**config.mk**
```make
export PLATFORM = sky130hd
export DESIGN_NAME = stack_frame_seq
export DESIGN_NICKNAME = d
export VERILOG_FILES = /design/src/rtl/stack_seq_pkg.sv /design/src/rtl/stack_seq_decode.sv /design/src/rtl/stack_seq_agu.sv /design/src/rtl/stack_seq_ctrl.sv /design/src/rtl/stack_frame_seq.sv
export SDC_FILE = /design/constraint.sdc
export NUM_CORES = 1
export LEC_CHECK = 0
export CORE_MARGIN = 2
export CORE_UTILIZATION = 35
export DETAILED_ROUTE_END_ITERATION = 10
export DONT_BUFFER_PORTS = 1
export PLACE_DENSITY_LB_ADDON = 0.12
export SKIP_CTS_REPAIR_TIMING = 1
export SYNTH_ARGS = -nofsm -noshare
export SYNTH_HDL_FRONTEND = slang
export SYNTH_HIERARCHICAL = 1
export SYNTH_SLANG_ARGS = --single-unit
export TNS_END_PERCENT = 50
```
**constraint.sdc**
```tcl
create_clock -name clk_i -period 8 [get_ports clk_i]
set_input_delay 0.8 -clock clk_i [delete_from_list [all_inputs] [get_ports clk_i]]
set_output_delay 0.8 -clock clk_i [all_outputs]
set_load 0.005 [all_outputs]
```
**src/rtl/stack_seq_pkg.sv**
```systemverilog
package stack_seq_pkg;
  localparam int REG_W  = 5;
  localparam int CNT_W  = 4;
  localparam int CODE_W = 4;

  typedef enum logic [2:0] {
    OP_PUSH, OP_PUSHFP, OP_POP, OP_POPRETZ, OP_POPRET
  } op_e;

  typedef struct packed {
    op_e               op;
    logic [CODE_W-1:0] code;
    logic [1:0]        imm;
  } cmd_t;

  function automatic logic [CNT_W-1:0] slot_count(input logic [CODE_W-1:0] c);
    return (c == 4'd15) ? CNT_W'(13) : CNT_W'(c - 4'd3);
  endfunction

  function automatic logic [6:0] frame_adj(input logic [CODE_W-1:0] c, input logic [1:0] imm);
    logic [6:0] base;
    if (c == 4'd15)     base = 7'd64;
    else if (c >= 4'd12) base = 7'd48;
    else if (c >= 4'd8)  base = 7'd32;
    else                 base = 7'd16;
    return base + {imm, 4'b0000};
  endfunction

  function automatic logic [REG_W-1:0] slot_reg(input logic [CNT_W-1:0] k);
    case (k)
      4'd0:    return 5'd1;
      4'd1:    return 5'd8;
      4'd2:    return 5'd9;
      default: return REG_W'(k) + 5'd15;
    endcase
  endfunction

  function automatic logic is_push(input op_e op);
    return (op == OP_PUSH) || (op == OP_PUSHFP);
  endfunction
endpackage

```
**src/rtl/stack_seq_decode.sv**
```systemverilog
module stack_seq_decode
  import stack_seq_pkg::*;
(
  input  logic [15:0] instr_i,
  output cmd_t        cmd_o,
  output logic        legal_o
);
  logic major_ok, func_ok;
  op_e  op;

  always_comb begin
    func_ok = 1'b1;
    op      = OP_PUSH;
    unique case (instr_i[12:8])
      5'b11000: op = OP_PUSH;
      5'b11001: op = OP_PUSHFP;
      5'b11010: op = OP_POP;
      5'b11100: op = OP_POPRETZ;
      5'b11110: op = OP_POPRET;
      default:  func_ok = 1'b0;
    endcase
  end

  assign major_ok = (instr_i[15:13] == 3'b101) && (instr_i[1:0] == 2'b10);
  assign legal_o  = major_ok && func_ok && (instr_i[7:4] >= 4'd4);
  assign cmd_o    = '{op: op, code: instr_i[7:4], imm: instr_i[3:2]};
endmodule

```
**src/rtl/stack_seq_agu.sv**
```systemverilog
module stack_seq_agu
  import stack_seq_pkg::*;
#(
  parameter int XLEN = 32
) (
  input  cmd_t             cmd_i,
  input  logic [XLEN-1:0]  sp_base_i,
  input  logic [CNT_W-1:0] cnt_i,
  output logic [XLEN-1:0]  addr_o,
  output logic [REG_W-1:0] reg_o,
  output logic [XLEN-1:0]  sp_next_o
);
  logic [XLEN-1:0] adj, off, top;

  assign adj       = XLEN'(frame_adj(cmd_i.code, cmd_i.imm));
  assign off       = (XLEN'(cnt_i) << 2) + XLEN'(4);
  // frame top: incoming sp for push, restored sp for pop
  assign top       = is_push(cmd_i.op) ? sp_base_i : sp_base_i + adj;
  assign addr_o    = top - off;
  assign reg_o     = slot_reg(cnt_i);
  assign sp_next_o = is_push(cmd_i.op) ? sp_base_i - adj : sp_base_i + adj;
endmodule

```
**src/rtl/stack_seq_ctrl.sv**
```systemverilog
module stack_seq_ctrl
  import stack_seq_pkg::*;
#(
  parameter int XLEN = 32
) (
  input  logic             clk_i,
  input  logic             rst_ni,
  input  logic             instr_valid_i,
  input  cmd_t             cmd_i,
  input  logic             legal_i,
  input  logic [XLEN-1:0]  sp_i,
  input  logic [XLEN-1:0]  addr_i,
  input  logic [REG_W-1:0] reg_i,
  input  logic [XLEN-1:0]  sp_next_i,
  output cmd_t             cmd_q_o,
  output logic [XLEN-1:0]  sp_q_o,
  output logic [CNT_W-1:0] cnt_o,
  output logic             busy_o,
  output logic             done_o,
  output logic             illegal_o,
  output logic             mem_req_o,
  output logic             mem_we_o,
  output logic [XLEN-1:0]  mem_addr_o,
  output logic [REG_W-1:0] mem_reg_o,
  output logic             rf_we_o,
  output logic [REG_W-1:0] rf_waddr_o,
  output logic [XLEN-1:0]  rf_wdata_o,
  output logic             jump_o
);
  typedef enum logic [2:0] {S_IDLE, S_XFER, S_FPW, S_A0W, S_FIN, S_ERR} st_e;
  st_e              st_q, st_d;
  cmd_t             cmd_q;
  logic [XLEN-1:0]  sp_q;
  logic [CNT_W-1:0] cnt_q, cnt_d;
  logic             last;

  assign last = (cnt_q == slot_count(cmd_q.code) - CNT_W'(1));

  always_comb begin
    st_d  = st_q;
    cnt_d = cnt_q;
    unique case (st_q)
      S_IDLE: if (instr_valid_i) begin
        st_d  = legal_i ? S_XFER : S_ERR;
        cnt_d = '0;
      end
      S_XFER: begin
        cnt_d = cnt_q + CNT_W'(1);
        if (last) begin
          if (cmd_q.op == OP_PUSHFP)       st_d = S_FPW;
          else if (cmd_q.op == OP_POPRETZ) st_d = S_A0W;
          else                             st_d = S_FIN;
        end
      end
      S_FPW, S_A0W: st_d = S_FIN;
      default:      st_d = S_IDLE;
    endcase
  end

  always_ff @(posedge clk_i or negedge rst_ni) begin
    if (!rst_ni) begin
      st_q  <= S_IDLE;
      cnt_q <= '0;
      cmd_q <= '{op: OP_PUSH, code: '0, imm: '0};
      sp_q  <= '0;
    end else begin
      st_q  <= st_d;
      cnt_q <= cnt_d;
      if (st_q == S_IDLE && instr_valid_i) begin
        cmd_q <= cmd_i;
        sp_q  <= sp_i;
      end
    end
  end

  assign cmd_q_o    = cmd_q;
  assign sp_q_o     = sp_q;
  assign cnt_o      = cnt_q;
  assign busy_o     = (st_q != S_IDLE);
  assign done_o     = (st_q == S_FIN) || (st_q == S_ERR);
  assign illegal_o  = (st_q == S_ERR);
  assign mem_req_o  = (st_q == S_XFER);
  assign mem_we_o   = mem_req_o && is_push(cmd_q.op);
  assign mem_addr_o = mem_req_o ? addr_i : '0;
  assign mem_reg_o  = mem_req_o ? reg_i : '0;
  assign rf_we_o    = (st_q == S_FPW) || (st_q == S_A0W) || (st_q == S_FIN);
  assign jump_o     = (st_q == S_FIN) &&
                      ((cmd_q.op == OP_POPRET) || (cmd_q.op == OP_POPRETZ));

  always_comb begin
    rf_waddr_o = '0;
    rf_wdata_o = '0;
    unique case (st_q)
      S_FPW:   begin rf_waddr_o = 5'd8;  rf_wdata_o = sp_q;      end
      S_A0W:   begin rf_waddr_o = 5'd10; rf_wdata_o = '0;        end
      S_FIN:   begin rf_waddr_o = 5'd2;  rf_wdata_o = sp_next_i; end
      default: ;
    endcase
  end

  assert_done_pulse_R10: assert property (@(posedge clk_i) disable iff (!rst_ni)
    done_o |=> !done_o);
  assert_busy_start_R10: assert property (@(posedge clk_i) disable iff (!rst_ni)
    $rose(busy_o) |-> $past(instr_valid_i));
  assert_illegal_quiet_R9: assert property (@(posedge clk_i) disable iff (!rst_ni)
    illegal_o |-> (!mem_req_o && !rf_we_o));
  assert_sp_last_R6: assert property (@(posedge clk_i) disable iff (!rst_ni)
    (rf_we_o && rf_waddr_o == 5'd2) |-> (done_o && !mem_req_o));
  assert_fp_then_sp_R7: assert property (@(posedge clk_i) disable iff (!rst_ni)
    (rf_we_o && rf_waddr_o == 5'd8) |=> (rf_we_o && rf_waddr_o == 5'd2));
endmodule

```
**src/rtl/stack_frame_seq.sv**
```systemverilog
module stack_frame_seq
  import stack_seq_pkg::*;
#(
  parameter int XLEN = 32
) (
  input  logic            clk_i,
  input  logic            rst_ni,
  input  logic            instr_valid_i,
  input  logic [15:0]     instr_i,
  input  logic [XLEN-1:0] sp_i,
  output logic            busy_o,
  output logic            done_o,
  output logic            illegal_o,
  output logic            mem_req_o,
  output logic            mem_we_o,
  output logic [XLEN-1:0] mem_addr_o,
  output logic [4:0]      mem_reg_o,
  output logic            rf_we_o,
  output logic [4:0]      rf_waddr_o,
  output logic [XLEN-1:0] rf_wdata_o,
  output logic            jump_o
);
  cmd_t             dec_cmd, cmd_q;
  logic             dec_legal;
  logic [XLEN-1:0]  sp_q, agu_addr, agu_sp;
  logic [CNT_W-1:0] cnt;
  logic [REG_W-1:0] agu_reg;

  stack_seq_decode i_decode (
    .instr_i (instr_i),
    .cmd_o   (dec_cmd),
    .legal_o (dec_legal)
  );

  stack_seq_agu #(.XLEN(XLEN)) i_agu (
    .cmd_i     (cmd_q),
    .sp_base_i (sp_q),
    .cnt_i     (cnt),
    .addr_o    (agu_addr),
    .reg_o     (agu_reg),
    .sp_next_o (agu_sp)
  );

  stack_seq_ctrl #(.XLEN(XLEN)) i_ctrl (
    .clk_i, .rst_ni, .instr_valid_i,
    .cmd_i      (dec_cmd),
    .legal_i    (dec_legal),
    .sp_i       (sp_i),
    .addr_i     (agu_addr),
    .reg_i      (agu_reg),
    .sp_next_i  (agu_sp),
    .cmd_q_o    (cmd_q),
    .sp_q_o     (sp_q),
    .cnt_o      (cnt),
    .busy_o, .done_o, .illegal_o,
    .mem_req_o, .mem_we_o, .mem_addr_o, .mem_reg_o,
    .rf_we_o, .rf_waddr_o, .rf_wdata_o, .jump_o
  );

  assert_addr_stride_R4: assert property (@(posedge clk_i) disable iff (!rst_ni)
    (mem_req_o && $past(mem_req_o)) |-> (mem_addr_o == $past(mem_addr_o) - XLEN'(4)));
  assert_jump_at_end_R8: assert property (@(posedge clk_i) disable iff (!rst_ni)
    jump_o |-> (done_o && !mem_we_o));
endmodule

```
Yosys cells after proc, flatten, opt, wreduce, memory -nomap -nowiden
Index checks and enable logic that the tools add are counted.

word-level totals
  flip-flop bits (word level) = 48
  bits of input ports = 51
  output and inout port bits = 81
  word-level logic and storage cells = 80

cells by class
  $add $sub $neg = 9
  $lt $le $gt $ge = 3
  eq/ne operators = 21
  mux-type cells = 21
  reductions and logical operators = 20

operator list
  operator             number
  $mux 32              3
  $pmux 32 s2          1
  $add 32x7->32        1
  $sub 32x32->32       1
  $sub 32x7->32        1
  $eq 5x5->1 const B   5
  $mux 3               5
  $pmux 5 s3           1
  $mux 7               2
  $eq 3x3->1 const B   4
  $pmux 3 s4           1
  $pmux 4 s3           1
  $eq 3x2->1 const B   3
  $pmux 3 s3           1
  $ge 4x4->1 const B   2
  $mux 4               2
  $pmux 4 s2           1
  $add 6x3->7 const B  1
  $add 7x6->7          1
  $eq 3x1->1 const B   2
  $logic_and 1x1->1    6
  $logic_not 3->1      2
  $mux 6               1
  $add 4x4->5 const B  1
  19 further kinds     25

Depth between registers and ports, before layout
Gate-level depths: netlist of run 1.

  word-level depth = 9
  mapped depth = 20
  mapped depth without buffers = 20

By module
The synthesis of run 1 kept the hierarchy.

by module, submodules not included
  module            times used  cells an instance  area each (um^2)
  stack_seq_ctrl    1           236                2772.7
  stack_seq_agu     1           398                2730.1
  stack_seq_decode  1           18                 125.1

Worst setup path after synthesis of run 1
No wires, ideal clock.

  path type = register -> output
  from = reg, netlist name i_ctrl/cmd_q_o[2]
  to = out mem_addr_o[28]
  data arrival time = 4221 ps
  path slack = 2979 ps
  cell stages (with the launch flop) = 21
  path buffers = 0
  cell sequence = dfrtp_1 nand2_1 nand2_1 nand2_1 ha_1 fa_1 inv_1 fa_1 nand2_1 o21ai_0 ha_1 inv_1 ha_1 o21ai_0 a31oi_1 a2111o_1 nor4b_4 nor4b_1 o21ai_1 xnor2_1 and2_1

on the way
  word-level cells in the longest chain between the ends = 9
  elaborated cells on any way between the ends = 11
  classes of those cells = 3 x add/sub; 2 x order compare; 1 x eq/ne; 5 x mux

RTL lines
  what                    line                   source
  $ge 4x4->1              stack_seq_pkg.sv:24    else if (c >= 4'd8) base = 7'd32;
  $mux 6                  stack_seq_pkg.sv:24
  $mux 7                  stack_seq_pkg.sv:23    else if (c >= 4'd12) base = 7'd48;
  $mux 7 (*)              stack_seq_pkg.sv:22    if (c == 4'd15) base = 7'd64;
  $add 7x6->7 (*)         stack_seq_pkg.sv:26    return base + {imm, 4'b0000};
  $add 32x7->32 (*)       stack_seq_agu.sv:18    assign top = is_push(cmd_i.op) ? sp_base_i : sp_base_i + adj;
  $mux 32 (*)             stack_seq_agu.sv:18
  $sub 32x32->32 (*)      stack_seq_agu.sv:19    assign addr_o = top - off;
  named net agu_addr[28]  stack_frame_seq.sv:25  logic [XLEN-1:0] sp_q, agu_addr, agu_sp;
  $mux 32 (*)             stack_seq_ctrl.sv:84   assign mem_addr_o = mem_req_o ? addr_i : '0;
  end: declaration        stack_frame_seq.sv:16  output logic [XLEN-1:0] mem_addr_o,

The timed path passes the listed nets; every way through them passes the cells marked *.

Worst setup path after layout of run 1
  from = reg, netlist name i_ctrl/cmd_q_o[2]
  to = out mem_addr_o[31]

on the way
  word-level cells in the longest chain between the ends = 9
  elaborated cells on any way between the ends = 11
  classes of those cells = 3 x add/sub; 2 x order compare; 1 x eq/ne; 5 x mux

RTL lines
  what                    line
  $ge 4x4->1              stack_seq_pkg.sv:24
  $mux 6                  stack_seq_pkg.sv:24
  $mux 7                  stack_seq_pkg.sv:23
  $mux 7 (*)              stack_seq_pkg.sv:22
  $add 7x6->7 (*)         stack_seq_pkg.sv:26
  $add 32x7->32 (*)       stack_seq_agu.sv:18
  $mux 32 (*)             stack_seq_agu.sv:18
  $sub 32x32->32 (*)      stack_seq_agu.sv:19
  named net agu_addr[31]  stack_frame_seq.sv:25
  $mux 32 (*)             stack_seq_ctrl.sv:84

Marked as above.

==> run summary, run 1 <==
Status: completed
Total grt overflow: 0
Slowest CP cell: a2111oi_4
Setup ws final: 2.05 ns
Post-route setup TNS: 0 ns
Startpoint type of the worst setup path: flop
Share of the synthesized area in the top cell type: 21.3%
Final Setup Violations: 0
Fmax: 168 MHz
VDD IR max: 0.155 mV
Area Growth Syn to Fin: 2.31%
Via count: 4,558
H-tree depth: 2
Synth top cells by count: dfrtp_1 (48), nor2_1 (47), xnor2_1 (47)
Tcrit/Tclk final: 74.4%
Comb power frac: 65.8%
Register area share after synthesis: 21.3%
Non-Filler Instances: 829
Main synth FF type: dfrtp_1
Layout cell share with drive strength beyond 1: 12.9%
Area of the core: 15,800 sq um
Most area-hungry cell type in the Yosys netlist: dfrtp_1
Final ANT Viol Nets: 0
Final-report hold violation count: 0
R2R setup slack: 5.67 ns
Syn avg cell area: 8.63 sq um
Critical Path End Type: primary output
Worst-Margin Slew: 0.867 ns
Clock Pin Slew Worst Setup and Hold Paths: 0.08 ns
GPL Wtd Cong: 0.872
Residual DRC: 0
Yosys warnings: 6
Pwr Density: 465 nW/um^2
Filler instances: 1,633
CTS tree: yes
Port Buffers: 0
Crit path cell chain: nand2_1 > nand2_1 > nand2_1 > ha_1 > fa_1 > inv_1 > fa_1 > nand2b_1 > a2111oi_4 > nand3_1 > xor2_1 > nand4_1 > nor4_4 > nand3_1 > xor2_1 > and2_1
Die Height: 131 um
Die Span X: 131 um
Initial antenna violation count: 1
Pre-CTS setup slack: 2.33 ns
Area contributors post-synth: dfrtp_1 (21%), mux2_2 (8.2%), xnor2_1 (7.3%)
Initial Util: 35.6%
Io pins: 132
Worst stage delay on the critical path: 0.69 ns
Clock network fraction of total power: 9.8%
PnR Total Power: 2680 uW
Synthesized cell area: 5630 sq um
Antenna diodes: 0
Reg power frac: 24.4%
Die ar.: 17,100 sq um
Yosys reg bits: 48
Placed cells: 821
Drt pass-1 iters: 4
Clk_lat worst skew: 0.31 ns
First-pass GRT wire length: 25,100 um
Fin nets: 691
Crit-path most repeated cell: nand2_1
EDFF count, synth: 0
Yosys cell types: 70
Layout Skew: 0.0113 ns
Hold crit path type: in -> async
Internal power: 1280 uW
Worst Path Arrival: 5.15 ns
Switching power: 1400 uW
DP Wirelength: 12,000 um
Max-Cap Viols: 0
Rel. slew slack: 40.7%
DR iter-0 viols: 241
Clk buf depth: 2
Vias per inst: 5.50
GRT Overall Usage: 18.8%
Slew Limit Fails: 0
Vias in the first global route: 4,573
Routed WL: 15,900 um
Crit-path max FO: 10
Root Driver: clkbuf_16
Clock sinks: 48
Number of CTS-inserted buffers: 5
WL per Instance: 19.2 um
Largest net degree at the start of global routing: 49
RSZ-0062 raised after global routing: false
Switching Share: 52.1%
Lkg Pwr: 0.00220 uW
Asr flop ratio synth: 100%
Critical path class: reg -> out
Syn Inst Count: 652
Count leader, synth: dfrtp_1
Critical Path RT: 7.20 ns
Core Rows: 46
Fin crit period: 5.95 ns
[final timing paths]
path,start,depth (start not counted),endpoint
min reg2reg,i_ctrl/cmd_q_o[6],1,i_ctrl/cmd_q_o[6]
min,rst_ni,0,i_ctrl/sp_q_o[8]
max,i_ctrl/cmd_q_o[2],16,mem_addr_o[31]
max in group asynchronous,rst_ni,0,i_ctrl/sp_q_o[26]
min in group clk_i,i_ctrl/cmd_q_o[6],1,i_ctrl/cmd_q_o[6]
max reg2reg,i_ctrl/st_q[0],4,i_ctrl/sp_q_o[16]
[state kept, by name, summed over array words and instances, names as in the netlist]
name	count
i_ctrl/cmd_q_o	9
i_ctrl/cnt_o	4
i_ctrl/sp_q_o	32
i_ctrl/st_q	3
[critical path, delay by kind of cell (launching register included)]
family | cells | cell delay [ns]
and+or+nand+nor | 9 | 1.93
adders and majority gates | 3 | 1.15
AOI/OAI and AO/OA | 1 | 0.69
xor gates and xnor gates | 2 | 0.49
DFF | 1 | 0.48
buffers and inverters | 1 | 0.10
[power groups by stage]
stage               Sequential [uW]  Combinational (uW)  Clock, uW
finish                          654                1760        263
global route                    691                1990        283
CTS                             652                1780        274
detailed placement              657                1770          0
global placement                651                1740          0
floorplan                       485                1590          0
[logic make-up after synthesis]
logic type      share of synthesized area [%]
fa+ha+maj                                6.63
mux                                      8.92
buf+inv                                  8.40
flops                                    21.3
compound gates                           17.7
simple gates                             23.6
other cells                            0.0666
xor+xnor                                 13.4
[placed cells by master (no fill, tap or decap), types with 4 or more instances in the layout]
master / n
nand3_1: 23
o21a_1: 4
or3_1: 8
xor2_1: 39
o21ai_0: 21
ha_1: 25
nand4_1: 11
or4_1: 4
buf_4: 5
xnor2_1: 47
a31oi_1: 6
nand2b_1: 5
o21bai_1: 4
nor3_1: 18
a21boi_0: 4
o211ai_1: 5
clkbuf_16: 5
o31ai_1: 5
and2_1: 39
mux2i_1: 4
a22o_1: 35
a21oi_1: 15
and3_1: 7
inv_1: 28
dfrtp_1: 48
nand2_1: 39
nor2_1: 47
mux2_2: 41
or2_2: 5
[metrics by stage]
stage | hold slack [ns] | area [sq um] | utilization (%)
global route | 0.166 | 5760 | 36.4
CTS | 0.170 | 5760 | 36.4
floorplan | 0.487 | 5640 | -
detailed placement | 0.507 | 5580 | 35.3
global placement | 0.506 | 5580 | 35.3
finish | 0.180 | 5760 | 36.4
[metal layers]
metal	up-vias	wire length, um	GRT usage [%]
met1	2215	7210	25.6
li1	2204	-	-
met3	9	1230	4.93
met4	2	89	3.13
met5	-	11	0
met2	128	7370	30.6
[cell type report]
class	instances	area (sq um)	area share (%)
Multi-Input combinational cell	524	3970	68.9
Sequential cell	48	1200	20.9
Tap cell	216	270	4.69
Clock buffer	6	139	2.41
Inverter	28	105	1.83
Clock inverter	2	38.8	0.674
Timing Repair Buffer	5	37.5	0.652
Note: power is estimated with default switching activity, not from simulation.
==> inputs of run 2 (changes only) <==
- clock period: 8 -> 5.42 ns (I/O delays scaled with it)
==> run 2 against run 1 <==
Combinational power grew 53%. Non-clock buffer count rose by 19. Sequential power rose by 48%. Core utilization is 1.2 points higher. Final cell count rose by 2.3%. Via count increased by 2.1%. Global-route usage is 0.19 points lower. Power is 51% higher. Clock skew down 0.0051 ns. Routed wire length is 1.1% higher. Critical endpoint unchanged. Largest power group unchanged.
==> run summary, run 2 (synthesized netlist as in run 1, its figures left out) <==
Status: completed
Post-layout util: 37.5% (+1.2 points)
Startpoint type of the worst setup path: flop
Die Span X: 131 um (unchanged)
DR iter-0 viols: 274 (+14%)
Critical Path End Type: primary output
Fin crit period: 5.20 ns
Slowest CP cell: fa_1
PnR Total Power: 4060 uW (+51%)
Lkg Pwr: 0.00231 uW (+4.6%)
Vias in the first global route: 4,528 (-0.98%)
Area of the core: 15,800 sq um (unchanged)
Fin nets: 710 (+2.7%)
Largest net degree at the start of global routing: 49 (unchanged)
Clock Pin Slew Worst Setup and Hold Paths: 0.08 ns (about the same)
Drt pass-1 iters: 5 (+1)
Worst stage delay on the critical path: 0.50 ns (-0.19 ns)
GRT Overall Usage: 18.6% (-0.19 points)
Final-report hold violation count: 0 (unchanged)
H-tree depth: 2 (unchanged)
Io pins: 132 (unchanged)
WL per Instance: 19.0 um (-1.1%)
Routed WL: 16,100 um (+1.1%)
Total grt overflow: 0 (unchanged)
Port Buffers: 0 (unchanged)
Worst r2r path cells: 4 (unchanged)
R2R setup slack: 3.07 ns (-2.60 ns)
Slew Limit Fails: 0 (unchanged)
Die ar.: 17,100 sq um (unchanged)
Max FFs per register: 32 (unchanged)
Hold crit path type: in -> async
Initial Util: 35.6% (unchanged)
Final ANT Viol Nets: 0 (unchanged)
Crit path cell chain: nand2_1 > nand2_1 > ha_1 > fa_1 > inv_1 > fa_1 > nand2b_2 > buf_4 > a2111oi_4 > buf_4 > nand4_1 > nor2_2 > a311oi_1 > a211oi_2 > nand3_1 > xor2_1 > and2_1
Die Height: 131 um (unchanged)
Worst-Margin Slew: 0.854 ns (-0.0129 ns)
Root Driver: clkbuf_16
Area Growth Syn to Fin: 5.60%
Core Rows: 46 (unchanged)
Residual DRC: 0 (unchanged)
Critical path class: reg -> out
Initial antenna violation count: 2 (+1)
Tcrit/Tclk final: 95.9%
Area post-placement: 5650 sq um (+1.2%)
Layout Skew: 0.00623 ns (-0.00507 ns)
Rel. slew slack: 42.9% (+2.2 points)
Clk_lat worst skew: 0.31 ns (about the same)
CTS tree: yes
Max-Cap Viols: 0 (unchanged)
Layout cell share with drive strength beyond 1: 16.5% (+3.6 points)
Non-Filler Instances: 848 (+2.3%)
GPL Wtd Cong: 0.896 (+2.8%)
Pwr Density: 682 nW/um^2 (+47%)
Fmax: 192 MHz
Antenna diodes: 0 (unchanged)
Clk buf depth: 2 (unchanged)
VDD IR max: 0.263 mV (+70%)
Final instance area: 5940 sq um (+3.2%)
Placed cells: 830 (+1.1%)
Smallest hold slack: 0.0748 ns (-0.105 ns)
Critical Path RT: 4.88 ns (-2.32 ns)
R2r endpoint: i_ctrl/sp_q_o[12]
Clock sinks: 48 (unchanged)
Number of CTS-inserted buffers: 5 (unchanged)
Most frequent cells in the layout: xnor2_1 (47), dfrtp_1 (47), nor2_1 (46)
FF-to-FF Start: i_ctrl/st_q[0]
Final Setup Violations: 0 (unchanged)
Crit-path max FO: 7 (-3)
Vias per inst: 5.49 (-0.20%)
First-pass GRT wire length: 24,800 um (-1.0%)
Via count: 4,653 (+2.1%)
DP Wirelength: 12,300 um (+2.0%)
Worst Path Arrival: 4.66 ns (-0.49 ns)
[run 2: how the worst max path moves through the flow]
stage | from | slack (ns) | end | depth (start not counted)
3_3_place_gp | i_ctrl/cmd_q_o[2] | 0.24 | mem_addr_o[31] | 16
2_1_floorplan | i_ctrl/cmd_q_o[2] | 0.66 | mem_addr_o[28] | 20
6_report | i_ctrl/cmd_q_o[4] | 0.22 | mem_addr_o[31] | 17
3_5_place_dp | i_ctrl/cmd_q_o[2] | 0.18 | mem_addr_o[31] | 16
5_1_grt | i_ctrl/cmd_q_o[4] | -0.03 | mem_addr_o[21] | 20
4_1_cts | i_ctrl/cmd_q_o[2] | -0.19 | mem_addr_o[31] | 16
[run 2: critical path, delay by kind of cell (launching register included)]
kind / cells / cell delay (ns)
AO/OA/AOI/OAI: 3 / 0.82
XOR/XNOR: 1 / 0.16
adder cells (fa/ha/maj): 3 / 1.16
buffers and inverters: 3 / 0.52
flip-flops: 1 / 0.46
AND/OR/NAND/NOR: 7 / 1.24
[run 2: metrics by stage]
stage	setup WS, ns	setup TNS [ns]
global placement	0.241	0
floorplan	0.657	0
CTS	-0.186	-0.274
detailed placement	0.178	0
finish	0.223	0
global route	-0.0345	-0.0859
[run 2: where the power goes]
group          internal [uW]  switching, uW
sequential               525            440
combinational           1210           1490
clock                    232            162
total                   1970           2090
[run 2: area by class of cell]
cell class	count	area, sq um
timing repair buffer	24	200
tap	216	270
multi-input combinational	524	3990
sequential	48	1200
clock buffer	6	139
inverter	28	105
clock inverter	2	38.8
fill	1672	9880
[run 2: per-layer routing]
metal	vias up	GRT usage (%)	wire length, um
li1	2251	-	-
met1	2245	26.3	7630
met2	138	28.6	7200
met3	17	4.76	1050
met4	2	4.38	203
met5	-	0	11
